## src/rtl/cache_stats_engine.sv

```systemverilog
module cache_stats_engine #(
  parameter int ADDR_W      = 32,
  parameter int BLOCK_BYTES = 16,
  parameter int WAYS        = 4,
  parameter int SETS        = 16,
  parameter int CNT_W       = 32
) (
  input  logic              clk,
  input  logic              rst_n,
  input  logic              req_valid,
  output logic              req_ready,
  input  logic [1:0]        req_type,
  input  logic [ADDR_W-1:0] req_addr,
  input  logic              cfg_write_back,
  input  logic              cfg_write_alloc,
  input  logic              flush_req,
  output logic              flush_done,
  output logic              rsp_valid,
  output logic              rsp_hit,
  output logic [CNT_W-1:0]  i_access_cnt,
  output logic [CNT_W-1:0]  i_miss_cnt,
  output logic [CNT_W-1:0]  i_repl_cnt,
  output logic [CNT_W-1:0]  d_access_cnt,
  output logic [CNT_W-1:0]  d_miss_cnt,
  output logic [CNT_W-1:0]  d_repl_cnt,
  output logic [CNT_W-1:0]  fetch_words,
  output logic [CNT_W-1:0]  copyback_words,
  output logic [CNT_W-1:0]  write_words
);
  localparam int OFF_W = $clog2(BLOCK_BYTES);
  localparam int SET_W = $clog2(SETS);
  localparam int WAY_W = $clog2(WAYS);
  localparam int TAG_W = ADDR_W - OFF_W;
  localparam logic [CNT_W-1:0] WORD_INC = CNT_W'(BLOCK_BYTES / 4);
  localparam logic [CNT_W-1:0] ONE = CNT_W'(1);

  logic [TAG_W-1:0] tag_q   [SETS][WAYS];
  logic [WAY_W-1:0] age_q   [SETS][WAYS];
  logic [WAYS-1:0]  valid_q [SETS];
  logic [WAYS-1:0]  dirty_q [SETS];
  logic             flushing_q;
  logic [SET_W-1:0] scan_q;

  wire              accept = req_valid && req_ready;
  wire              is_wr  = (req_type == 2'd1);
  wire              is_if  = (req_type == 2'd2);
  wire              known  = (req_type != 2'd3);
  wire [SET_W-1:0]  set_idx = req_addr[OFF_W +: SET_W];
  wire [TAG_W-1:0]  blk     = req_addr[ADDR_W-1:OFF_W];

  logic             hit, free_found;
  logic [WAY_W-1:0] hit_way, victim;

  always_comb begin
    hit = 1'b0;
    hit_way = '0;
    free_found = 1'b0;
    victim = '0;
    for (int w = 0; w < WAYS; w++)
      if (valid_q[set_idx][w] && tag_q[set_idx][w] == blk) begin
        hit = 1'b1;
        hit_way = WAY_W'(w);
      end
    for (int w = 0; w < WAYS; w++)
      if (!valid_q[set_idx][w] && !free_found) begin
        free_found = 1'b1;
        victim = WAY_W'(w);
      end
    if (!free_found)
      for (int w = 0; w < WAYS; w++)
        if (age_q[set_idx][w] == WAY_W'(WAYS - 1)) victim = WAY_W'(w);
  end

  wire              alloc   = hit || !(is_wr && !cfg_write_alloc);
  wire [WAY_W-1:0]  sel_way = hit ? hit_way : victim;
  wire              full    = &valid_q[set_idx];

  assign req_ready = !flushing_q;

  always_ff @(posedge clk) begin
    if (!rst_n) begin
      for (int s = 0; s < SETS; s++) begin
        valid_q[s] <= '0;
        dirty_q[s] <= '0;
        for (int w = 0; w < WAYS; w++) begin
          tag_q[s][w] <= '0;
          age_q[s][w] <= WAY_W'(w);
        end
      end
      flushing_q <= 1'b0;
      scan_q <= '0;
      flush_done <= 1'b0;
      rsp_valid <= 1'b0;
      rsp_hit <= 1'b0;
      i_access_cnt <= '0; i_miss_cnt <= '0; i_repl_cnt <= '0;
      d_access_cnt <= '0; d_miss_cnt <= '0; d_repl_cnt <= '0;
      fetch_words <= '0; copyback_words <= '0; write_words <= '0;
    end else begin
      rsp_valid <= 1'b0;
      flush_done <= 1'b0;
      if (flushing_q) begin
        copyback_words <= copyback_words
          + WORD_INC * CNT_W'($countones(valid_q[scan_q] & dirty_q[scan_q]));
        dirty_q[scan_q] <= '0;
        scan_q <= scan_q + 1'b1;
        if (scan_q == SET_W'(SETS - 1)) begin
          flushing_q <= 1'b0;
          flush_done <= 1'b1;
        end
      end else if (flush_req) begin
        flushing_q <= 1'b1;
        scan_q <= '0;
      end
      if (accept && known) begin
        rsp_valid <= 1'b1;
        rsp_hit <= hit;
        if (is_if) begin
          i_access_cnt <= i_access_cnt + ONE;
          if (!hit) i_miss_cnt <= i_miss_cnt + ONE;
          if (!hit && full) i_repl_cnt <= i_repl_cnt + ONE;
        end else begin
          d_access_cnt <= d_access_cnt + ONE;
          if (!hit) d_miss_cnt <= d_miss_cnt + ONE;
          if (!hit && alloc && full) d_repl_cnt <= d_repl_cnt + ONE;
        end
        if (alloc) begin
          for (int w = 0; w < WAYS; w++)
            if (WAY_W'(w) == sel_way) age_q[set_idx][w] <= '0;
            else if (age_q[set_idx][w] < age_q[set_idx][sel_way])
              age_q[set_idx][w] <= age_q[set_idx][w] + 1'b1;
        end
        if (!hit && alloc) begin
          valid_q[set_idx][sel_way] <= 1'b1;
          tag_q[set_idx][sel_way] <= blk;
          dirty_q[set_idx][sel_way] <= is_wr && cfg_write_back;
          fetch_words <= fetch_words + WORD_INC;
          if (full && dirty_q[set_idx][sel_way])
            copyback_words <= copyback_words + WORD_INC;
        end
        if (hit && is_wr && cfg_write_back) dirty_q[set_idx][sel_way] <= 1'b1;
        if (is_wr && (!cfg_write_back || !alloc)) write_words <= write_words + ONE;
      end
    end
  end


  miss_le_access_chk: assert property (@(posedge clk) disable iff (!rst_n)
    d_miss_cnt <= d_access_cnt && i_miss_cnt <= i_access_cnt);


  repl_le_miss_chk: assert property (@(posedge clk) disable iff (!rst_n)
    d_repl_cnt <= d_miss_cnt && i_repl_cnt <= i_miss_cnt);


  done_pulse_chk: assert property (@(posedge clk) disable iff (!rst_n)
    flush_done |=> !flush_done);


  ignored_type_chk: assert property (@(posedge clk) disable iff (!rst_n)
    (accept && req_type == 2'd3) |=> (!rsp_valid && $stable(d_access_cnt) && $stable(i_access_cnt)));


  ifetch_count_chk: assert property (@(posedge clk) disable iff (!rst_n)
    (accept && req_type == 2'd2) |=> (i_access_cnt == $past(i_access_cnt) + ONE));
endmodule

```

## config.mk

```make
export PLATFORM = sky130hd
export DESIGN_NAME = cache_stats_engine
export DESIGN_NICKNAME = d
export VERILOG_FILES = /design/src/rtl/cache_stats_engine.sv
export SDC_FILE = /design/constraint.sdc
export NUM_CORES = 2
export LEC_CHECK = 0
export BUFFER_PORTS_ARGS = -buffer_cell sky130_fd_sc_hd__buf_4
export CAP_MARGIN = 40
export CORE_ASPECT_RATIO = 0.75
export CORE_MARGIN = 10
export CORE_UTILIZATION = 39
export CTS_CLUSTER_SIZE = 12
export DETAILED_ROUTE_END_ITERATION = 10
export HOLD_SLACK_MARGIN = 0.06
export PLACE_DENSITY = 0.58
export SKIP_LAST_GASP = 1
export SYNTH_ARGS = -nofsm -noshare
export SYNTH_HDL_FRONTEND = slang
export SYNTH_SLANG_ARGS = --single-unit
```

## constraint.sdc

```tcl
create_clock -name clk -period 11.3 [get_ports clk]
set_input_delay 2.26 -clock clk [delete_from_list [all_inputs] [get_ports clk]]
set_output_delay 2.26 -clock clk [all_outputs]
set_load 0.005 [all_outputs]
```

==> impl_results.md <==
- Max Root-Sink Buffers: 4
- Slew Viols, Final: 0
- Max FO, Critical Path: 83
- Worst-margin pin slew: 1.09 ns
- Critical Path Sink: tag_q[7][42]
- MaxCap Viol Count: 0
- Combinational share of power: 8.5%
- Yosys cell types: 96
- Post-synthesis sequential element count: 2344
- Reg power frac: 51.9%
- Post-synthesis cell count: 8380
- Psw: 4.58 mW
- Total congestion overflow: 0
- Antenna violations before repair: 13
- Die area: 297000 um2
- Clock Skew: 0.124 ns
- Outcome: finished clean
- WHS: 0.479 ns
- Pin count of the biggest net entering global routing: 164
- # H-tree levels: 4
- Internal power: 14.1 mW
- Power Total: 18.7 mW
- # clock sinks: 2344
- Post-CTS Setup Repair Bufs: 0
- Synthesis-to-layout area growth: 13.4%
- Tcrit/Tclk final: 77.0%
- Fraction of layout cells with a size suffix above 1: 17.7%
- DR WL/cell: 29.6 um
- Placed cell count: 11845
- IO Count: 332
- Drt total wl: 363000 um
- Worst-Skew Late Latency: 0.95 ns
- Sequential fraction of the synthesis area: 62.2%
- Top_reg_cell synth: edfxtp_1
- Post-Synthesis Cell Area: 107000 um2
- CTS clk-pin slew, worst paths: 0.06 ns
- CTS hold repair buffers: 0
- Antenna Nets Post-Route: 0
- Fin Setup TNS: 0 ns
- Hpwl dp: 227000 um
- Sw Ratio: 24.5%
- Chip height: 475 um
- Reg2Reg Depth: 14
- Startpoint types: input pin
- RSZ-0062 raised after global routing: no
- Critical R2R Capture: tag_q[3][48]
- Critical R2R Launch: tag_q[7][99]
- Hold Path Class: reg2reg
- Detailed Routing Iterations Pass 1: 6
- R2R setup slack: 4.77 ns
- CP required: 11.95 ns
- Root buffer cell: clkbuf_16
- P_leak: 41.0 nW
- Pwr dens: 153 nW/um2
- Final hold violation count: 0
- Sequential cell area: 66800 um2
- Avg Vias per Cell: 6.14
- Nets: 8535
- Footprint of the multi-input gates: 37900 um2
- GP Congestion: 0.880
- Ys Warns: 0
- # port buffers: 323
- Starting density of the core: 39.3%
- Vias in the first global route: 72175
- Cell Rows: 166
- Post-CTS sizing: 0
- CTS tree: done
- Die width: 626 um
- Crit end category: flop
- Headroom to the max-slew limit: 25.7%
- Mean Syn Cell Area: 12.8 um2
- Routed vias: 75210
- Clock network power share: 39.6%
- Tot GR Track Use: 23.4%
- EDFF count, synth: 1984
- First-pass GRT wire length: 517000 um
- # setup viols final: 0
- CTS Buf Count: 238
- Tmin final: 8.70 ns
- Initial DRC count: 10887
- Critical path origin: req_addr[4]
- Worst EP arrival: 9.35 ns
- Final Non-Filler Cells: 12249
- Core area: 274000 um2
- Post-synth ARST share: 0%
- Crit path kind: in2reg
- FILL cells: 24534
- Peak supply drop: 0.125 mV
- DRC Markers: 0
- Fmax: 115 MHz
[final cells by class]
cell class | instances | area share [%]
Antenna cell | 4 | 0.00822
Multi-Input combinational cell | 5190 | 31.1
Timing Repair Buffer | 619 | 4.39
Sequential cell | 2344 | 54.8
Clock inverter | 44 | 0.229
Tap cell | 3612 | 3.71
Clock buffer | 355 | 5.45
Inverter | 81 | 0.263
[per-layer routing]
metal	GRT usage, %	vias up	part of all wire, %
met1	33.0	38403	40
met2	35.2	4298	44
met5	0	-	0.0033
li1	-	31849	-
met4	7.34	2	3.4
met3	6.39	658	12
[cell usage in the layout (no fill, tap or decap), drive strengths merged, types with 44 or more instances in the layout]
| cell type | Yosys | layout |
|---|---|---|
| xor2 | 132 | 132 |
| dfxtp | 360 | 360 |
| mux2 | 50 | 50 |
| and2 | 90 | 90 |
| clkbuf | 660 | 355 |
| a21oi | 160 | 160 |
| clkinv | 9 | 44 |
| mux4 | 416 | 416 |
| buf | 236 | 619 |
| nand2 | 363 | 363 |
| or3 | 52 | 52 |
| nor2 | 605 | 605 |
| o21ai | 237 | 237 |
| a22oi | 62 | 62 |
| nand3 | 159 | 159 |
| and3 | 72 | 72 |
| xnor2 | 160 | 160 |
| mux2i | 273 | 273 |
| a31oi | 45 | 45 |
| a21o | 76 | 76 |
| inv | 72 | 80 |
| nand2b | 46 | 46 |
| nor3 | 1565 | 1565 |
| nand4 | 55 | 55 |
| conb | 1 | 132 |
| edfxtp | 1984 | 1984 |
[cells in the mapped netlist (all sizes together) (7+ instances only)]
master / instances / area, um2
o31ai: 11 / 82.6
o32ai: 12 / 105
nor2: 605 / 2280
a22oi: 62 / 465
edfxtp: 1984 / 59600
a21oi: 160 / 801
mux4: 416 / 9370
a32oi: 11 / 96.3
clkinv: 9 / 33.8
o22ai: 40 / 250
xnor2: 160 / 1400
a22o: 21 / 184
nand2b: 46 / 288
mux2: 50 / 563
nand4: 55 / 344
nor3: 1565 / 7840
or3: 52 / 325
o211ai: 15 / 113
a211oi: 24 / 180
a21o: 76 / 571
or4: 7 / 56.3
nor2b: 32 / 200
buf: 236 / 1400
clkbuf: 660 / 2480
nor4: 39 / 284
and3: 72 / 455
a311oi: 20 / 175
o21ai: 237 / 1190
nor3b: 10 / 75.1
a211o: 10 / 87.6
dfxtp: 360 / 7210
a31oi: 45 / 282
or2: 8 / 50.1
ha: 19 / 238
a2111oi: 10 / 87.6
xor2: 132 / 1160
mux2i: 273 / 2730
a221oi: 28 / 277
inv: 72 / 270
and4: 21 / 184
nand2: 363 / 1360
and2: 90 / 563
nand3: 159 / 796
[critical path, cell delays in order]
cell       delay, ns
buf_8           0.58
buf_4           0.41
buf_12          0.37
mux4_2          0.63
a21oi_1         0.17
o211ai_1        0.14
a2111oi_0       0.97
a311o_1         0.23
and4b_1         0.61
nand3_1         0.24
o211ai_1        0.19
and2_1          0.42
nor2_1          0.25
nand2_4         0.55
buf_12          0.40
buf_4           0.53
nor3_1          0.10
[flip-flops by register name, indices dropped and copies added, names as in the netlist, named ones only]
signal / flops
rsp_valid: 1
copyback_words: 30
d_repl_cnt: 32
i_miss_cnt: 32
d_miss_cnt: 32
valid_q: 64
flush_done: 1
dirty_q: 64
tag_q: 1792
write_words: 32
rsp_hit: 1
age_q: 128
scan_q: 4
fetch_words: 30
d_access_cnt: 32
flushing_q: 1
i_repl_cnt: 32
i_access_cnt: 32
[kinds of logic after synthesis]
family	Yosys count	share of synthesized area, %
XOR/XNOR	292	2.38
other	1	0.00349
AO/OA/AOI/OAI	856	5.23
flip-flops	2344	62.2
multiplexers	739	11.8
AND/OR/NAND/NOR	3146	14.2
adder cells (fa/ha/maj)	25	0.297
buffers and inverters	977	3.89
[how the worst min path moves through the flow]
stage                       start                  to  slack [ns]  depth (start not counted)
6_report          fetch_words[31]     fetch_words[31]        0.48                          2
5_1_grt             valid_q[7][3]       valid_q[7][3]        0.50                          1
4_1_cts        copyback_words[30]  copyback_words[30]        0.49                          2
3_5_place_dp       valid_q[12][1]      valid_q[12][1]        0.47                          1
3_3_place_gp      fetch_words[31]     fetch_words[31]        0.46                          2
2_1_floorplan      valid_q[14][3]      valid_q[14][3]        0.44                          1
[power by group through the flow]
stage | Clock, mW | Combinational [mW] | Sequential, mW
floorplan | 0 | 0.921 | 9.86
global placement | 0 | 1.52 | 9.86
detailed placement | 0 | 1.54 | 9.87
CTS | 7.47 | 1.55 | 9.69
global route | 7.79 | 1.64 | 9.71
finish | 7.40 | 1.58 | 9.69
[per-stage QoR]
step / worst slack (ns) / cell area [um2] / utilization [%]
2_1_floorplan: 1.88 / 108000 / -
3_3_place_gp: 1.44 / 114000 / 41.8
3_5_place_dp: 1.81 / 115000 / 42.0
4_1_cts: 2.76 / 122000 / 44.5
5_1_grt: 2.32 / 122000 / 44.5
6_report: 2.60 / 122000 / 44.5
(Power assumes the default switching activity.)
